===== src/rtl/busaddr_pkg.sv =====
package busaddr_pkg;

   typedef struct packed {
      logic acc;
      logic op;
      logic odd;
   } busaddr_ctl_t;

endpackage


===== src/rtl/busaddr_stage.sv =====
module busaddr_stage #(
   parameter int W = 4
) (
   input  logic         clk,
   input  logic         init_n,
   input  logic         ld,
   input  logic         inc,
   input  logic [W-1:0] d,
   output logic [W-1:0] q
);

   always_ff @(posedge clk) begin
      if (!init_n)
         q <= '0;
      else if (ld)
         q <= d;
      else if (inc)
         q <= q + 1'b1;
   end

endmodule


===== src/rtl/busaddr_reloc.sv =====
module busaddr_reloc #(
   parameter int W = 8
) (
   input  logic [W-1:0] base,
   input  logic [W-1:0] ofs,
   output logic [W-1:0] sum
);

   // result is kept to W bits; the carry falls off the top
   always_comb sum = base + ofs;

endmodule


===== src/rtl/busaddr_xfer.sv =====
module busaddr_xfer #(
   parameter int W = 6
) (
   input  logic         clk,
   input  logic         init_n,
   input  logic         ld,
   input  logic         inc,
   input  logic [W-1:0] len,
   output logic         last
);

   logic [W-1:0] cnt;

   always_ff @(posedge clk) begin
      if (!init_n)
         cnt <= '0;
      else if (ld)
         cnt <= ~len;
      else if (inc)
         cnt <= cnt + 1'b1;
   end

   always_comb last = &cnt;

endmodule


===== src/rtl/busaddr_gen.sv =====
module busaddr_gen
   import busaddr_pkg::*;
#(
   parameter int BUS_W   = 16,
   parameter int LO_W    = 8,
   parameter int MID_W   = 4,
   parameter int HI_W    = 8,
   parameter int STAGE_W = 4,
   parameter int LEN_W   = 6,
   localparam int ADDR_W = LO_W + MID_W + HI_W
) (
   input  logic              clk,
   input  logic              init_n,
   input  logic [BUS_W-1:0]  bus_in,
   input  logic              load_lo,
   input  logic              load_hi,
   input  logic [HI_W-1:0]   offset_in,
   input  logic              adv,
   output logic [ADDR_W-1:0] addr_out,
   output logic              acc_type,
   output logic              op_type,
   output logic              odd_flag,
   output logic              last_cnt
);

   localparam int NSTG   = ADDR_W / STAGE_W;
   localparam int LO_STG = LO_W / STAGE_W;
   localparam int LEN_LO = LO_W;
   localparam int LEN_HI = LO_W + LEN_W - 1;
   localparam int REL_LO = MID_W;
   localparam int REL_HI = MID_W + HI_W - 1;

   // elaboration checks on the parameter set
   if ((LO_W % STAGE_W) != 0 || (MID_W % STAGE_W) != 0 || (HI_W % STAGE_W) != 0) begin : g_bad_stage
      $error("address sections must be whole multiples of STAGE_W");
   end
   if (LO_W + LEN_W + 2 > BUS_W) begin : g_bad_first
      $error("first word cannot hold address byte, length field and two type flags");
   end
   if (MID_W + HI_W > BUS_W) begin : g_bad_second
      $error("second word too narrow for the upper address fields");
   end

   logic              adv_en;
   logic [HI_W-1:0]   reloc;
   logic [ADDR_W-1:0] ld_data;
   logic [NSTG-1:0]   carry;
   busaddr_ctl_t      ctl_q;

   always_comb adv_en = adv & ~load_lo & ~load_hi;

   busaddr_reloc #(.W(HI_W)) reloc_i (
      .base (bus_in[REL_HI:REL_LO]),
      .ofs  (offset_in),
      .sum  (reloc)
   );

   always_comb ld_data = {reloc, bus_in[MID_W-1:0], bus_in[LO_W-1:0]};
   always_comb carry[0] = adv_en;

   for (genvar g = 0; g < NSTG; g++) begin : g_stage
      logic               ld_s;
      logic [STAGE_W-1:0] q_s;

      if (g < LO_STG) begin : g_lo
         always_comb ld_s = load_lo;
      end else begin : g_up
         always_comb ld_s = load_hi;
      end

      busaddr_stage #(.W(STAGE_W)) stage_i (
         .clk    (clk),
         .init_n (init_n),
         .ld     (ld_s),
         .inc    (carry[g]),
         .d      (ld_data[g*STAGE_W +: STAGE_W]),
         .q      (q_s)
      );

      always_comb addr_out[g*STAGE_W +: STAGE_W] = q_s;

      if (g < NSTG - 1) begin : g_chain
         always_comb carry[g+1] = carry[g] & (&q_s);
      end
   end

   always_ff @(posedge clk) begin
      if (!init_n)
         ctl_q <= '0;
      else if (load_lo)
         ctl_q <= '{acc: bus_in[BUS_W-1], op: bus_in[BUS_W-2], odd: bus_in[0]};
   end

   always_comb begin
      acc_type = ctl_q.acc;
      op_type  = ctl_q.op;
      odd_flag = ctl_q.odd;
   end

   busaddr_xfer #(.W(LEN_W)) xfer_i (
      .clk    (clk),
      .init_n (init_n),
      .ld     (load_lo),
      .inc    (adv_en),
      .len    (bus_in[LEN_HI:LEN_LO]),
      .last   (last_cnt)
   );

endmodule


===== config.mk =====
export PLATFORM = sky130hd
export DESIGN_NAME = busaddr_gen
export DESIGN_NICKNAME = d
export VERILOG_FILES = /design/src/rtl/busaddr_pkg.sv /design/src/rtl/busaddr_stage.sv /design/src/rtl/busaddr_reloc.sv /design/src/rtl/busaddr_xfer.sv /design/src/rtl/busaddr_gen.sv
export SDC_FILE = /design/constraint.sdc
export NUM_CORES = 1
export LEC_CHECK = 0
export BUFFER_PORTS_ARGS = -buffer_cell sky130_fd_sc_hd__buf_2
export CORE_UTILIZATION = 42
export CTS_BUF_LIST = sky130_fd_sc_hd__clkbuf_8
export DETAILED_ROUTE_END_ITERATION = 8
export PLACE_DENSITY = 0.69
export SLEW_MARGIN = 20
export SYNTH_ARGS = -nofsm -noshare
export SYNTH_HDL_FRONTEND = slang
export SYNTH_SLANG_ARGS = --single-unit

===== constraint.sdc =====
create_clock -name clk -period 1.6 [get_ports clk]
set_input_delay 0.24 -clock clk [delete_from_list [all_inputs] [get_ports clk]]
set_output_delay 0.24 -clock clk [all_outputs]
set_load 0.02 [all_outputs]

==> impl_results.md <==
- Largest net degree at the start of global routing: 31
- RSZ-0062 raised after global routing: true
- Final min period: approximately 1.7 ns
- Post-synthesis sequential area ratio: 0.326
- GRT Overall Usage: 0.215
- Final core utilization: 0.649
- CTS Hold Buffers Added: 0
- # fillers: around 330
- Total number of vias: ~1700
- Pwr dens: between 800 and 900 mW/mm^2
- Residual DRC: 0
- Number of global-route vias before repair: about 1600
- FMAX: 0.587 GHz
- WL/cell: 13.1 um
- Antenna Nets Post-Route: 0
- Synthesized area: 0.00178 sq mm
- Worst Skew: 0.00738 ns
- Worst IR drop on VDD: 0.000348 V
- Tot Pwr: 2.12 mW
- Max-Cap Viols: 0
- Layout cell share with drive strength beyond 1: 0.445
- Root Buffer: clkbuf_8
- Status: finished with violations
- WP data required: 1.81 ns
- Routed wire length: 4470 um
- P&R area growth vs syn: 47.0%
- Max clock buf depth: 2
- Pins Over Slew Limit: 0
- Die Span X: 67.1 um
- CP Data Arrival Time: around 1.9 ns
- Final Hold Fails: 0
- Slew HR: 0.631
- Detail Placement HPWL: 3370 um
- Reg clk slew, reported paths: 0.07 ns
- Post-Synth Adder-Cell Area: 0.103
- Mux contribution to synthesized area: 0.0584
- Pre-CTS WS: -0.266 ns
- Max incr delay on CP: 0.38 ns
- Fin Setup TNS: -0.164 ns
- Mapped Nets: ~240
- CP max FO: 3
- Port Buf Inserts: 52
- Crit end category: register
- GPL Wtd Cong: roughly 0.82
- Synthesized flop and latch total: 29
- Layout net count: approximately 330
- Complex-gate fraction of the synthesized area: 0.159
- Total grt overflow: 0
- Mapped Cells: 199
- Placement row count: 23
- Antenna cells: 0
- DRT Pass-1 Iters: 4
- Die area: 0.00450 sq mm
- Worst Path Buf+Inv: 0
- Core Area: around 0.0040 sq mm
- I/O Pins: 53
- Startpoint Class: register
- Slowest CP cell: nor4_4
- LEAKAGE: 1.27 nW
- Worst-Skew Late Latency: 0.29 ns
- DRT iter0 DRCs: 47
- Crit path kind: reg2reg
- Height of the die: 67.1 um
- Setup WS post-layout: -0.103 ns
- Vias per cell: about 5.1
- Syn. warnings: 0
- Initial antenna violation count: 0
- CTS tree: yes
- Worst-margin pin slew: 0.547 ns
- # setup viols final: 2
- Num CTS Buffers: 5
- Crit-path cells: ha_4, nand4_1, nor4_4, nand4_1, mux2_4, a211oi_2
- Worst Hold Class: in2reg
- CTS Sinks: 29
- Simple-Gate Fraction of Synth Area: 0.204
- Avg Inst Size Synth: 8.94 sq um
- Worst path most repeated cell: nand4_1
- Failing checks: negative setup slack
- Part of the cycle the worst path needs: 1.06
- Yosys cell types: 37
- Global-route wire length before repair: 7130 um
- CTS H-tree lvls: 2
- Final hold slack: 0.135 ns
- Initial Util: 0.442
- XOR/XNOR share of the synthesized area: 0.118
- Worst path top cell family by delay: simple AND/OR/NAND/NOR gates
- Largest family of logic cells by synthesized area: simple AND/OR/NAND/NOR gates
[synth_stat cells, drive strengths merged]
cell type / number / area [sq um]
a211oi: 12 / 95.1
a21oi: 11 / 55.1
and2: 2 / 12.5
and3: 2 / 12.5
and4bb: 1 / 12.5
buf: 1 / 3.75
clkbuf: 7 / 26.3
clkinv: 1 / 3.75
dfxtp: 29 / 581
fa: 1 / 20.0
ha: 13 / 163
inv: 6 / 22.5
mux2: 3 / 33.8
mux2i: 7 / 70.1
nand2: 14 / 52.6
nand2b: 4 / 25.0
nand3: 2 / 10.0
nand3b: 1 / 7.51
nand4: 10 / 62.6
nand4b: 1 / 23.8
nor2: 20 / 75.1
nor2b: 4 / 25.0
nor3: 2 / 10.0
nor4: 2 / 33.8
o211a: 3 / 30.0
o21a: 3 / 22.5
o21ai: 8 / 40.0
o21bai: 1 / 7.51
o22ai: 1 / 6.26
o31a: 1 / 8.76
o32ai: 1 / 8.76
o41ai: 1 / 8.76
xnor2: 14 / 123
xor2: 10 / 87.6
[through the flow]
stage | cells | instance area (sq um)
final | 340 | 2620
after floorplan | 199 | 1870
after global placement | 329 | 2440
after detailed placement | 329 | 2440
after CTS | 338 | 2570
after global routing | 340 | 2620
[cell families after synthesis]
group | after synthesis
compound gates | 42
xor+xnor | 24
mux | 10
buf+inv | 15
flops | 29
fa+ha+maj | 14
simple gates | 65
[layout by cell type (no fill, tap or decap), types with 3 or more instances in the layout]
master / count
buf_2: 52
buf_4: 37
nor2_1: 20
dfxtp_1: 18
xnor2_1: 14
nand2_1: 11
a21oi_1: 11
a211oi_1: 11
nand4_1: 10
xor2_1: 9
ha_1: 9
dfxtp_4: 8
inv_1: 7
o21ai_0: 7
mux2i_1: 7
clkbuf_8: 6
nand2b_1: 4
nor2b_1: 4
nand2_2: 3
o211a_1: 3
o21a_1: 3
ha_4: 3
dfxtp_2: 3
[report_power, final]
part / leakage, nW / internal [mW] / switching (mW)
logic: 0.965 / 0.250 / 0.268
clock network: 0.0626 / 0.501 / 0.282
registers: 0.247 / 0.775 / 0.0456
[timing repair]
action,in CTS,in global routing
gates resized for setup,3,7
setup endpoints to repair,5,11
pin swaps,6,10
cloned,0,0
buffers inserted,1,2
[sequential cells by signal, indices dropped and copies added (netlist names)]
| register | flops |
|---|---|
| odd_flag | 1 |
| op_type | 1 |
| xfer_i.cnt | 6 |
| g_stage.stage_i.q | 20 |
| acc_type | 1 |
[final cells by class]
| class | instances | area [sq um] | area share |
|---|---|---|---|
| clock inverters | 2 | 33.8 | 0.0129 |
| clock buffers | 6 | 82.6 | 0.0316 |
| inverters | 7 | 26.3 | 0.0100 |
| multi-input cells | 155 | 1240 | 0.473 |
| flip-flops and latches | 29 | 614 | 0.235 |
| repair buffers | 91 | 561 | 0.214 |
| well taps | 50 | 62.6 | 0.0239 |
[worst paths after layout]
path                                              start                 endpoint  slack [ns]  depth (start not counted)
worst max-delay path            g_stage[3].stage_i.q[0]  g_stage[4].stage_i.q[3]       -0.10                          6
worst min-delay path                         bus_in[12]            xfer_i.cnt[4]        0.14                          2
worst max register to register  g_stage[3].stage_i.q[0]  g_stage[4].stage_i.q[3]       -0.10                          6
worst min register to register                 odd_flag                 odd_flag        0.48                          2
[worst register-to-register path, cell delays in order (launching register included)]
cell and delay, ns:
dfxtp_4 0.36, ha_4 0.13, nand4_1 0.14, nor4_4 0.38, nand4_1 0.17, mux2_4 0.33
a211oi_2 0.13
[metal layers]
metal  wire length (um)  GRT usage  vias to the layer above  share of wire
met3                171     0.0565                        8          0.038
li1                   -          -                      887              -
met1               2130      0.259                      785           0.48
met4                 65     0.0904                        0          0.015
met5                  0          0                        -              0
met2               2100      0.355                       37           0.47
(Power assumes the default switching activity.)
